**config.mk**
```make
export PLATFORM = sky130hd
export DESIGN_NAME = sector_erase_ctrl
export DESIGN_NICKNAME = d
export VERILOG_FILES = /design/src/rtl/sec_pkg.sv /design/src/rtl/sec_lsb_pick.sv /design/src/rtl/sec_cycle_timer.sv /design/src/rtl/sec_read_status.sv /design/src/rtl/sector_erase_ctrl.sv
export SDC_FILE = /design/constraint.sdc
export NUM_CORES = 1
export LEC_CHECK = 0
export BUFFER_PORTS_ARGS = -buffer_cell sky130_fd_sc_hd__buf_4
export CAP_MARGIN = 20
export CORE_UTILIZATION = 50
export CTS_BUF_LIST = sky130_fd_sc_hd__clkbuf_16
export CTS_CLUSTER_DIAMETER = 30
export DETAILED_ROUTE_END_ITERATION = 10
export GPL_TIMING_DRIVEN = 0
export PLACE_DENSITY = 0.81
export SETUP_SLACK_MARGIN = 0.5
export SYNTH_ARGS = -nofsm -noshare
export SYNTH_HDL_FRONTEND = slang
export SYNTH_SLANG_ARGS = --single-unit
```
**constraint.sdc**
```tcl
create_clock -name clk -period 2.7 [get_ports clk]
set_clock_uncertainty 0.05 [all_clocks]
set_input_delay 0.405 -clock clk [delete_from_list [all_inputs] [get_ports clk]]
set_output_delay 0.405 -clock clk [all_outputs]
set_load 0.03 [all_outputs]
```
**src/rtl/sec_pkg.sv**
```systemverilog
package sec_pkg;
  typedef enum logic [2:0] {
    S_IDLE = 3'd0,
    S_WIN  = 3'd1,
    S_PRE  = 3'd2,
    S_ERS  = 3'd3,
    S_SUSP = 3'd4,
    S_FAIL = 3'd5
  } sec_state_t;
endpackage

```
**src/rtl/sec_lsb_pick.sv**
```systemverilog
// Returns the index of the lowest set bit of a mask (0 when the mask is empty).
module sec_lsb_pick #(
  parameter int N  = 8,
  parameter int SW = 3
) (
  input  logic [N-1:0]  mask,
  output logic [SW-1:0] idx
);
  always_comb begin
    idx = '0;
    for (int i = N - 1; i >= 0; i--) begin
      if (mask[i]) idx = SW'(i);
    end
  end
endmodule

```
**src/rtl/sec_cycle_timer.sv**
```systemverilog
// Shared phase counter: clear has priority, otherwise count while enabled.
module sec_cycle_timer #(
  parameter int CW = 8
) (
  input  logic          clk,
  input  logic          rst,
  input  logic          clr,
  input  logic          en,
  output logic [CW-1:0] cnt
);
  always_ff @(posedge clk) begin
    if (rst || clr) cnt <= '0;
    else if (en)    cnt <= cnt + 1'b1;
  end
endmodule

```
**src/rtl/sec_read_status.sv**
```systemverilog
// Decides whether a read returns status and drives the toggle bit.
module sec_read_status #(
  parameter int N  = 8,
  parameter int SW = 3
) (
  input  logic          clk,
  input  logic          rst,
  input  logic          rd_req,
  input  logic [SW-1:0] rd_sect,
  input  logic          is_idle,
  input  logic          is_susp,
  input  logic [N-1:0]  mask,
  output logic          toggle,
  output logic          is_status
);
  logic stat_now;

  assign stat_now = !is_idle && !(is_susp && !mask[rd_sect]);

  always_ff @(posedge clk) begin
    if (rst) begin
      toggle    <= 1'b0;
      is_status <= 1'b0;
    end else if (rd_req) begin
      is_status <= stat_now;
      if (stat_now) toggle <= ~toggle;
    end
  end
endmodule

```
**src/rtl/sector_erase_ctrl.sv**
```systemverilog
module sector_erase_ctrl
  import sec_pkg::*;
#(
  parameter int NUM_SECT   = 8,
  parameter int CLK_MHZ    = 50,
  parameter int WIN_US     = 100,
  parameter int PRE_CYC    = 1000,
  parameter int PULSE_CYC  = 2000,
  parameter int MAX_PULSES = 4,
  localparam int SW = (NUM_SECT > 1) ? $clog2(NUM_SECT) : 1
) (
  input  logic                clk,
  input  logic                rst,
  input  logic                erase_req,
  input  logic [SW-1:0]       erase_sect,
  input  logic                suspend_req,
  input  logic                resume_req,
  input  logic                cmd_reset,
  input  logic                cmd_other,
  input  logic                erase_ok,
  input  logic                rd_req,
  input  logic [SW-1:0]       rd_sect,
  output logic                st_timer,
  output logic                st_fail,
  output logic                st_toggle,
  output logic                st_done,
  output logic                busy,
  output logic [NUM_SECT-1:0] sel_mask,
  output logic [SW-1:0]       cur_sect,
  output logic                in_preprog,
  output logic                rd_is_status
);
  localparam int WIN_CYC = CLK_MHZ * WIN_US;
  localparam int M1      = (WIN_CYC > PRE_CYC) ? WIN_CYC : PRE_CYC;
  localparam int CMAX    = (M1 > PULSE_CYC) ? M1 : PULSE_CYC;
  localparam int CW      = $clog2(CMAX + 1);
  localparam int PW      = $clog2(MAX_PULSES + 1);
  localparam logic [NUM_SECT-1:0] ONE = {{(NUM_SECT-1){1'b0}}, 1'b1};

  sec_state_t          state, st_n;
  logic [NUM_SECT-1:0] mask_q, mask_n;
  logic [SW-1:0]       act_q, act_n, pick_idx;
  logic [PW-1:0]       pul_q, pul_n;
  logic                ret_pre_q, ret_pre_n;
  logic                t_clr, t_en;
  logic [CW-1:0]       cnt;
  logic [NUM_SECT-1:0] se_bit, act_bit;

  assign se_bit  = ONE << erase_sect;
  assign act_bit = ONE << act_q;

  sec_cycle_timer #(.CW(CW)) u_timer (
    .clk(clk), .rst(rst), .clr(t_clr), .en(t_en), .cnt(cnt)
  );

  sec_lsb_pick #(.N(NUM_SECT), .SW(SW)) u_pick (
    .mask(mask_n), .idx(pick_idx)
  );

  always_comb begin
    st_n      = state;
    mask_n    = mask_q;
    act_n     = act_q;
    pul_n     = pul_q;
    ret_pre_n = ret_pre_q;
    t_clr     = 1'b0;
    t_en      = 1'b0;
    unique case (state)
      S_IDLE: begin
        if (erase_req) begin
          st_n   = S_WIN;
          mask_n = se_bit;
          t_clr  = 1'b1;
        end
      end
      S_WIN: begin
        if (cmd_reset || cmd_other) begin
          st_n   = S_IDLE;
          mask_n = '0;
          t_clr  = 1'b1;
        end else if (erase_req) begin
          mask_n = mask_q | se_bit;
          t_clr  = 1'b1;
        end else if (cnt == CW'(WIN_CYC - 1)) begin
          st_n  = S_PRE;
          act_n = pick_idx;
          t_clr = 1'b1;
        end else begin
          t_en = 1'b1;
        end
      end
      S_PRE: begin
        if (cmd_reset) begin
          st_n   = S_IDLE;
          mask_n = '0;
          t_clr  = 1'b1;
        end else if (suspend_req) begin
          st_n      = S_SUSP;
          ret_pre_n = 1'b1;
        end else if (cnt == CW'(PRE_CYC - 1)) begin
          st_n  = S_ERS;
          pul_n = '0;
          t_clr = 1'b1;
        end else begin
          t_en = 1'b1;
        end
      end
      S_ERS: begin
        if (cmd_reset) begin
          st_n   = S_IDLE;
          mask_n = '0;
          t_clr  = 1'b1;
        end else if (suspend_req) begin
          st_n      = S_SUSP;
          ret_pre_n = 1'b0;
        end else if (cnt == CW'(PULSE_CYC - 1)) begin
          t_clr = 1'b1;
          if (erase_ok) begin
            mask_n = mask_q & ~act_bit;
            if (mask_n != '0) begin
              st_n  = S_PRE;
              act_n = pick_idx;
            end else begin
              st_n = S_IDLE;
            end
          end else if (pul_q == PW'(MAX_PULSES - 1)) begin
            st_n = S_FAIL;
          end else begin
            pul_n = pul_q + 1'b1;
          end
        end else begin
          t_en = 1'b1;
        end
      end
      S_SUSP: begin
        if (cmd_reset) begin
          st_n   = S_IDLE;
          mask_n = '0;
          t_clr  = 1'b1;
        end else if (resume_req) begin
          st_n = ret_pre_q ? S_PRE : S_ERS;
        end
      end
      S_FAIL: begin
        if (cmd_reset) begin
          st_n   = S_IDLE;
          mask_n = '0;
          t_clr  = 1'b1;
        end
      end
      default: begin
        st_n   = S_IDLE;
        mask_n = '0;
        t_clr  = 1'b1;
      end
    endcase
  end

  always_ff @(posedge clk) begin
    if (rst) begin
      state     <= S_IDLE;
      mask_q    <= '0;
      act_q     <= '0;
      pul_q     <= '0;
      ret_pre_q <= 1'b0;
    end else begin
      state     <= st_n;
      mask_q    <= mask_n;
      act_q     <= act_n;
      pul_q     <= pul_n;
      ret_pre_q <= ret_pre_n;
    end
  end

  sec_read_status #(.N(NUM_SECT), .SW(SW)) u_rd (
    .clk(clk), .rst(rst), .rd_req(rd_req), .rd_sect(rd_sect),
    .is_idle(state == S_IDLE), .is_susp(state == S_SUSP), .mask(mask_q),
    .toggle(st_toggle), .is_status(rd_is_status)
  );

  assign busy       = (state == S_WIN) || (state == S_PRE) || (state == S_ERS) || (state == S_FAIL);
  assign st_timer   = (state == S_PRE) || (state == S_ERS) || (state == S_SUSP) || (state == S_FAIL);
  assign st_fail    = (state == S_FAIL);
  assign st_done    = (state == S_IDLE) || (state == S_SUSP);
  assign sel_mask   = mask_q;
  assign cur_sect   = act_q;
  assign in_preprog = (state == S_PRE);
endmodule

```
==> qor.yml <==
placement:
  gp_congestion: 0.939
  io_buffers: 31
  place_area_um2: 2600
  hpwl_um: 4320
synthesis:
  synth_seq_area_share: 0.288
  yosys_warnings: 0
  avgSynthCellArea_um2: 8.02
  synth_flop_cell: "dfxtp_1"
  syn_nets: 307
  syn_inst: 286
  synth-seq-cells: 33
  synthArstFlopShare: 0
  ys_types: 65
  synth_edf_count: 0
  synth_area_um2: 2290
layout:
  area_growth_pct: 30.7
  drive_above_1_share: 0.293
  n_antenna_cell: 0
  n_fill_cell: 329
  nets: 355
  final_area_um2: 3000
floorplanning:
  die-height_um: 69.7
  start_util: 0.523
  die_x_um: 69.7
  core_um2: 4380
  num_io_pins: 33
  dieArea_um2: 4860
  rows: 24
job:
  drv_cap: 0
setup_path:
  slowest_delay_ns: 0.50
  r2r_cells: 8
  path_cells: "nand2b_1 -> nor3_1 -> a32oi_2 -> and4b_1 -> buf_6 -> and3_4 -> xnor2_2 -> nor2_1"
  startpoint: "state[2]$_SDFFE_PP0P_"
  r2r_start: "state[2]$_SDFFE_PP0P_"
  rr_endpoint: "u_timer.cnt[9]$_SDFFE_PP0P_"
  crit_required_ns: 2.81
  critPathKind: "register to register"
  crit_arrival_ns: 2.39
  crit_end: "u_timer.cnt[9]$_SDFFE_PP0P_"
  r2r_setup_slack_ns: 0.42
  cp_max_fo: 8
  worstSetupEndpointType: "register"
  slowest_stage: "nor3_1"
  cp-start-kind: "register"
outcome:
  outcome: "complete, no violations"
routing:
  first_pass_iters: 6
  route.detailed.drc: 0
  ant_nets: 0
  drt-wirelength-per-cell_um: 17.3
  wirelength_um: 6690
  initialDrtViolationCount: 493
  vias: 2450
  vias_per_cell: 6.35
sta:
  hold_violations: 0
  setup_viol_count_final: 0
  max-slew-margin-rel: 0.580
  finalSetupTns_ns: 0
  tightest_slew_ns: 0.625
  fmax_ghz: 0.438
  rsz0062_at_grt: "yes"
  fin_crit_sh: 0.846
  drv_slew: 0
  min_period_ns: 2.28
  holdWs_ns: 0.326
grt:
  grt_overflow: 0
  track_usage: 0.253
  antenna_found_initial: 0
  grt_pass1_wl_um: 10000
  grt_start_max_net_pins: 11
  grt_pass1_vias: 2200
clock_tree:
  cts_tree: "done"
  cts-hold-fix-buffers: 0
  clock_latency_ns: 0.27
  cts_buffers: 5
  cts.path.max_buffers: 2
  htree_levels: 2
  clk_pin_slew_ns: 0.05
  numClockSinks: 33
  clock-root-buffer: "clkbuf_16"
power:
  finalPower_mw: 1.32
  p_leak_nw: 1.21
  ir_drop_mv: 0.365
  p_per_area_nw_per_um2: 439
hold_path:
  min_path_type: "primary input to register"
==> registers in the layout, summed over array words and instances (netlist names) <==
register,count
u_timer.cnt,13
cur_sect,3
u_rd.toggle,1
sel_mask,8
u_rd.is_status,1
state,3
pul_q,3
ret_pre_q,1
==> worst max-delay path, delay by kind of cell (launching register included) <==
family          cells  cell delay, ns
buf+inv             1            0.12
xor+xnor            1            0.10
simple gates        5            1.24
flops               1            0.38
compound gates      1            0.28
==> routing by layer <==
layer / global-route usage / share of wire
met4: 0.0756 / 0.031
met3: 0.0538 / 0.081
met1: 0.332 / 0.40
met2: 0.416 / 0.49
met5: 0 / 0
==> timing repair <==
action	4_1_cts	5_1_grt
endpoints found under the setup margin	18	18
setup buffers	1	9
gates resized for setup	12	34
hold endpoints to repair	0	0
pin swaps	2	13
==> cell families after synthesis <==
group / synth area share
muxes: 0.0507
AOI/OAI and AO/OA: 0.200
adders and majority gates: 0.0327
buffers and inverters: 0.0436
DFF: 0.288
xor gates and xnor gates: 0.0534
and+or+nand+nor: 0.332
==> how the worst min path moves through the flow <==
stage	depth (start not counted)	from	endpoint
finish	2	suspend_req	ret_pre_q$_SDFFE_PP0P_
global route	2	suspend_req	ret_pre_q$_SDFFE_PP0P_
CTS	2	suspend_req	ret_pre_q$_SDFFE_PP0P_
detailed placement	2	pul_q[1]$_SDFFE_PP0P_	pul_q[1]$_SDFFE_PP0P_
global placement	2	pul_q[1]$_SDFFE_PP0P_	pul_q[1]$_SDFFE_PP0P_
floorplan	2	pul_q[1]$_SDFFE_PP0P_	pul_q[1]$_SDFFE_PP0P_
==> layout by cell type (no fill, tap or decap), drive strengths merged, types with 3 or more instances in the layout <==
cell and instances:
a21oi 11, a22oi 3, a31oi 3, a32o 4, and2 3, and3 7
buf 49, clkbuf 8, dfxtp 33, ha 6, inv 11, mux2i 6
nand2 17, nand2b 6, nand3 9, nand4 7, nor2 52, nor2b 9
nor3 12, nor4b 4, o21ai 11, xnor2 6, xor2 8
==> cell type report <==
cell class,instances,area [um^2],area share
Clock inverter,2,11.3,0.00375
Tap cell,52,65.1,0.0217
Buffer,11,71.3,0.0238
Sequential cell,33,682,0.227
Multi-Input combinational cell,231,1700,0.565
Clock buffer,5,125,0.0417
Timing Repair Buffer,41,308,0.103
Inverter,11,41.3,0.0138
==> stage by stage <==
step / cells / util / worst slack [ns]
after floorplan: 286 / - / 0.520
final: 386 / 0.684 / 0.417
after global routing: 386 / 0.684 / 0.341
after CTS: 377 / 0.636 / 0.462
after detailed placement: 369 / 0.593 / 0.269
after global placement: 369 / 0.593 / 0.267
==> power by group <==
group | leakage, nW | switching (mW) | internal (mW) | total [mW]
combinational | 0.873 | 0.162 | 0.107 | 0.269
sequential | 0.272 | 0.0174 | 0.495 | 0.512
clock | 0.0633 | 0.201 | 0.333 | 0.534
==> cells in the mapped netlist (3+ instances only) <==
cell type,instances,share of area
a21oi_1,11,0.024
a22oi_1,3,0.0098
a31oi_1,3,0.0082
a32o_1,4,0.017
and2_1,3,0.0082
and3_1,6,0.016
buf_2,5,0.011
clkbuf_1,3,0.0049
dfxtp_1,33,0.29
ha_1,6,0.033
inv_1,11,0.018
mux2i_1,6,0.026
nand2_1,16,0.026
nand2b_1,6,0.016
nand3_1,9,0.020
nand4_1,7,0.019
nor2_1,52,0.085
nor2b_1,9,0.025
nor3_1,10,0.022
nor4b_1,3,0.011
o21ai_0,9,0.020
xnor2_1,6,0.023
xor2_1,8,0.031
(Power assumes the default switching activity.)
